[config.mk]
export PLATFORM = sky130hd
export DESIGN_NAME = seg_serial_driver
export DESIGN_NICKNAME = d
export VERILOG_FILES = /design/src/rtl/segdrv_pkg.sv /design/src/rtl/seg_shift.sv /design/src/rtl/seg_latch_route.sv /design/src/rtl/seg_serial_driver.sv
export SDC_FILE = /design/constraint.sdc
export NUM_CORES = 1
export LEC_CHECK = 0
export ABC_CLOCK_PERIOD_IN_PS = 1900
export BUFFER_PORTS_ARGS = -buffer_cell sky130_fd_sc_hd__buf_2
export CAP_MARGIN = 20
export CORE_ASPECT_RATIO = 0.6
export CORE_UTILIZATION = 40
export CTS_CLUSTER_SIZE = 28
export DETAILED_ROUTE_END_ITERATION = 16
export GPL_TIMING_DRIVEN = 1
export PLACE_DENSITY_LB_ADDON = 0.2
export SYNTH_ARGS = -nofsm -noshare
export SYNTH_HDL_FRONTEND = slang
export SYNTH_SLANG_ARGS = --single-unit
[constraint.sdc]
create_clock -name clk_i -period 1.9 [get_ports clk_i]
set_clock_uncertainty 0.15 [all_clocks]
set_input_delay 0.38 -clock clk_i [delete_from_list [all_inputs] [get_ports clk_i]]
set_output_delay 0.38 -clock clk_i [all_outputs]
set_load 0.05 [all_outputs]
[src/rtl/segdrv_pkg.sv]
package segdrv_pkg;
  localparam int unsigned SEG_N = 33;

  function automatic int unsigned gcd_f(input int unsigned a, input int unsigned b);
    int unsigned x = a;
    int unsigned y = b;
    for (int i = 0; i < 64; i++) begin
      if (y != 0) begin
        int unsigned t = x % y;
        x = y;
        y = t;
      end
    end
    return x;
  endfunction

  function automatic int unsigned route_idx(input int unsigned k, input int unsigned mul,
                                            input int unsigned ofs, input int unsigned n);
    return (k * mul + ofs) % n;
  endfunction
endpackage

[src/rtl/seg_shift.sv]
module seg_shift #(
  parameter int unsigned N_STG = 34
) (
  input  logic             clk_i,
  input  logic             rst_ni,
  input  logic             sdata_i,
  input  logic             load_i,
  output logic [N_STG-1:0] stg_o
);
  logic [N_STG-1:0] sr_q;

  // new bit enters the top, chain end is stage 0
  always_ff @(posedge clk_i or negedge rst_ni) begin
    if (!rst_ni)     sr_q <= '0;
    else if (load_i) sr_q <= '0;
    else             sr_q <= {sdata_i, sr_q[N_STG-1:1]};
  end

  assign stg_o = sr_q;


  shift_in_chk: assert property (@(posedge clk_i) disable iff (!rst_ni)
    !load_i |=> sr_q[N_STG-1] == $past(sdata_i));

  shift_mv_chk: assert property (@(posedge clk_i) disable iff (!rst_ni)
    !load_i |=> sr_q[N_STG-2:0] == $past(sr_q[N_STG-1:1]));

  sr_clear_chk: assert property (@(posedge clk_i) disable iff (!rst_ni)
    load_i |=> sr_q == '0);
endmodule

[src/rtl/seg_latch_route.sv]
module seg_latch_route
  import segdrv_pkg::*;
#(
  parameter int unsigned N_SEG     = 33,
  parameter int unsigned ROUTE_MUL = 7,
  parameter int unsigned ROUTE_OFS = 0
) (
  input  logic             clk_i,
  input  logic             rst_ni,
  input  logic             load_i,
  input  logic [N_SEG-1:0] data_i,
  input  logic             blank_i,
  output logic [N_SEG-1:0] seg_o
);
  logic [N_SEG-1:0] lat_q;
  logic [N_SEG-1:0] routed;

  if (gcd_f(ROUTE_MUL % N_SEG, N_SEG) != 1) begin : g_bad_route
    $error("ROUTE_MUL must be coprime with N_SEG");
  end

  always_ff @(posedge clk_i or negedge rst_ni) begin
    if (!rst_ni)     lat_q <= '0;
    else if (load_i) lat_q <= data_i;
  end

  for (genvar k = 0; k < N_SEG; k++) begin : g_route
    assign routed[k] = lat_q[route_idx(k, ROUTE_MUL, ROUTE_OFS, N_SEG)];
  end

  assign seg_o = blank_i ? routed : '0;


  lat_hold_chk: assert property (@(posedge clk_i) disable iff (!rst_ni)
    !load_i |=> $stable(lat_q));

  lat_load_chk: assert property (@(posedge clk_i) disable iff (!rst_ni)
    load_i |=> lat_q == $past(data_i));

  route_perm_chk: assert property (@(posedge clk_i) disable iff (!rst_ni)
    blank_i |-> $countones(seg_o) == $countones(lat_q));
endmodule

[src/rtl/seg_serial_driver.sv]
module seg_serial_driver
  import segdrv_pkg::*;
#(
  parameter int unsigned N_SEG     = SEG_N,
  parameter int unsigned ROUTE_MUL = 7,
  parameter int unsigned ROUTE_OFS = 0
) (
  input  logic             clk_i,
  input  logic             rst_ni,
  input  logic             sdata_i,
  input  logic             load_i,
  input  logic             blank_i,
  output logic [N_SEG-1:0] seg_o,
  output logic             sdata_o
);
  localparam int unsigned N_STG = N_SEG + 1;

  logic [N_STG-1:0] stg;

  seg_shift #(.N_STG(N_STG)) u_shift (
    .clk_i  (clk_i),
    .rst_ni (rst_ni),
    .sdata_i(sdata_i),
    .load_i (load_i),
    .stg_o  (stg)
  );

  // stage 0 holds the start bit and is not latched
  seg_latch_route #(
    .N_SEG    (N_SEG),
    .ROUTE_MUL(ROUTE_MUL),
    .ROUTE_OFS(ROUTE_OFS)
  ) u_latch (
    .clk_i  (clk_i),
    .rst_ni (rst_ni),
    .load_i (load_i),
    .data_i (stg[N_STG-1:1]),
    .blank_i(blank_i),
    .seg_o  (seg_o)
  );

  assign sdata_o = stg[0];


  blank_off_chk: assert property (@(posedge clk_i) disable iff (!rst_ni)
    !blank_i |-> $countones(seg_o) == 0);

  dout_clr_chk: assert property (@(posedge clk_i) disable iff (!rst_ni)
    load_i |=> !sdata_o);
endmodule

# --- Word-level counts from Yosys, hierarchy flattened ---
# Index checks and enable logic that the tools add are counted.
# Widths: inputs -> output; s select.
totals:
  regBits: 67
  output_inout_bits: 34
op_classes:
  n_mux: 2
ops:
  columns: ["operator", "count"]
  rows:
  - ["$mux 34", 1]
  - ["$mux 33", 1]

# --- Depth between registers and ports, before layout ---
logic_depth:
  depth_word: 1
  mapped_depth: 3
  mapped_depth_nobuf: 1

# --- Cells and area by module ---
# A second synthesis with hierarchy kept.
unflattened:
  cells_unflattened: 177
  area_unflattened_um2: 2706.3
by_module_without_submodules:
  columns: ["mod", "cells_each", "instances", "area_each_um2"]
  rows:
  - ["seg_latch_route", 106, 1, 1599.0]
  - ["seg_shift", 71, 1, 1107.3]

# --- Worst setup path before layout ---
# No wires, ideal clock.
synth_timing:
  kind: "in2out"
  startpoint: "input port blank_i"
  endpoint: "output port seg_o[0]"
  n_path_buf: 1
  cell_stages: 2
  setup_slack_ns: 0.364
  required_ns: 1.370
  t_arrival_ns: 1.006
  path_cell_list: "clkbuf_1 > and2_1"
synth_via:
  elab_chain_cells: 1
synth_rtl:
  columns: ["item", "line_no", "source"]
  rows:
  - ["from (decl)", "seg_serial_driver.sv:12", "input logic blank_i,"]
  - ["$mux 33", "seg_latch_route.sv:31", "assign seg_o = blank_i ? routed : '0;"]
  - ["to (decl)", "seg_serial_driver.sv:13", "output logic [N_SEG-1:0] seg_o,"]
# No other way between the ends.

# --- Worst setup path in the final report ---
layout_timing:
  startpoint: "register u_latch.lat_q[22]"
  endpoint: "output port seg_o[22]"
layout_via:
  elab_chain_cells: 1
layout_rtl:
  columns: ["item", "line_no", "source"]
  rows:
  - ["from (decl)", "seg_latch_route.sv:15", "logic [N_SEG-1:0] lat_q;"]
  - ["from (signal assigned)", "seg_latch_route.sv:24", "else if (load_i) lat_q <= data_i;"]
  - ["$mux 33", "seg_latch_route.sv:31", null]
# No other way between the ends.

==> out/metrics.cfg <==
[outcome]
status=finished clean

[logic_synthesis]
synth-seq-cells=67
syn_nets=182
syn-cell-area_mm2=0.002542
yosysWarnings=0
seq_area_frac_synth=0.6594
synth_cells=177
yosysUniqueCellTypes=7
syn_area_per_cell_um2=14.36

[floorplanning]
die_area_mm2=0.006689
start_util=0.4161
fp.dieW_um=104.9
core.rowCount=22
ios=39
core_region_area_mm2=0.006111
die_h_um=63.76

[cells_and_area]
drive_above_1_share=0.3822
fin_nets=225
area_growth_syn_to_layout_pct=18.80
layout_commonest_cell=dfrtp_1
final_cell_mix=dfrtp_1, buf_2, nor2b_1
diodes=0

[timing]
period_needed_ps=1601
max_freq_mhz=624.7
tightest_slew_ps=341.9
layout_setup_ws_ps=299.3
relSlewSlack=0.7721
finalSetupTns_ps=0
rsz0062_at_grt=no
hold_viol=0
finalCritPeriodShare=0.8425
finalSetupViolations=0
slew_viol_final=0

[critical_path]
cp-start-kind=flop
crit_required_ps=1370
crit_slowest_cell=dfrtp_1
cp-end-kind=output port
arrival_ps=1070
critPathMaxFanout=2
critical_path.cell_chain=and2_1 -> buf_2
critPathMaxStageDelay_ps=390
crit_type=reg2out

[routing]
drt_iter0_drc=65
num_vias=1374
drc=0
dr.pass1.iters=3
postRouteWirelength_um=3663
drtAntennaViolNets=0
wire_per_inst_um=11.85
drt-vias-per-instance=4.447

[grt]
grt_pass1_vias=1382
met1_usage=0.1557
gr-usage-met2=0.1945
grtUsageTotal=0.1256
gr-usage-met3=0.05306
grt-ovfl-total=0
antenna_found_initial=0
grt_max_degree=68
top_usage_layer=met2
grt_pass1_wl_um=6341

[placed_design]
dpl_worst_slack_ps=300.6
place.gp.congestion=0.6366
place_hpwl_um=2116
io_buffers=38

[power]
p_leak_nw=1.623
seqPwrFrac=0.542
p_clk_frac=0.417
p_total_mw=2.655
switching_share=0.2039
power.switching_mw=0.5415
p_int_mw=2.114
power_frac_comb=0.041
powerDensity_mw_per_mm2=879.1
max-vdd-ir-drop_v=0.0003745

[clock_network]
worstSkewPairLatency_ps=320
clk_pin_slew_ps=60
cts_buffers=9
cts_sinks=67
ctsHtreeMaxLevel=3
ctsResizeCount=0
root_buffer=clkbuf_8
cts_buffer_depth=2
cts_tree=built

[min_path]
min_path_type=in2reg

[job]
cap_violations=0

metrics by stage:
| stage | cells | util | hold slack, ps | instance area, um2 |
|---|---|---|---|---|
| 6_report | 309 | 0.4943 | 132.9 | 3020 |
| 5_1_grt | 309 | 0.4943 | 130.8 | 3020 |
| 4_1_cts | 309 | 0.4943 | 119.3 | 3020 |
| 3_5_place_dp | 292 | 0.4619 | 277.2 | 2823 |
| 3_3_place_gp | 292 | 0.4619 | 275.7 | 2823 |
| 2_1_floorplan | 177 | - | -65.59 | 2542 |
critical path: cells and delay by family (launching register included):
family | cells | cell delay (ps)
flops | 1 | 390
buf+inv | 1 | 200
simple gates | 1 | 160
power by group through the flow:
stage          registers [mW]  logic (mW)  clock network, mW
3_3_place_gp             1.46       0.114                  0
3_5_place_dp             1.46       0.114                  0
6_report                 1.44       0.110               1.11
5_1_grt                  1.44       0.123               1.22
2_1_floorplan            1.46      0.0643                  0
4_1_cts                  1.44       0.115               1.15
repair_timing:
| action | in CTS | in global routing |
|---|---|---|
| endpoints found under the hold margin | 67 | 0 |
| hold buffers | 1 | 0 |
| setup buffers | 0 | 0 |
synthesized netlist by cell type, drive strengths merged:
cell / number / area share
and2: 33 / 0.081
buf: 7 / 0.025
clkbuf: 3 / 0.0044
dfrtp: 67 / 0.66
mux2: 33 / 0.15
nor2b: 34 / 0.084
cell type report:
| type | instances | area (um2) |
|---|---|---|
| Fill cell | 570 | 3090 |
| Sequential cell | 67 | 1677 |
| Multi-Input combinational cell | 100 | 790.8 |
| Timing Repair Buffer | 42 | 260.3 |
| Clock buffer | 14 | 152.6 |
| Tap cell | 84 | 105.1 |
| Clock inverter | 2 | 35.03 |
per-layer routing:
layer / vias to the layer above / wire (um)
met5: - / 0
met4: 0 / 19
met3: 2 / 155
met2: 24 / 1664
met1: 696 / 1824
li1: 652 / -
sequential cells by signal, summed over array words and instances, names as in the netlist:
| register | count |
|---|---|
| u_shift.stg_o | 34 |
| u_latch.lat_q | 33 |
path summary, 6_finish.rpt:
check,from,to,slack [ps],depth (start not counted)
max,u_latch.lat_q[22],seg_o[22],300,2
min,sdata_i,u_shift.stg_o[33],130,2
max reg2reg,u_latch.lat_q[22],u_latch.lat_q[22],980,1
min reg2reg,u_shift.stg_o[5],u_shift.stg_o[4],340,1
max in group asynchronous,rst_ni,u_latch.lat_q[12],870,3
min in group asynchronous,rst_ni,u_shift.stg_o[25],450,3
cell families (layout without fill, tap and decap cells):
family / count (synthesis) / after routing / share of synthesized area
and+or+nand+nor: 67 / 67 / 0.1649
muxes: 33 / 33 / 0.1462
buffers and inverters: 10 / 58 / 0.02953
DFF: 67 / 67 / 0.6594
No activity file was read; power rests on OpenSTA's default activity.
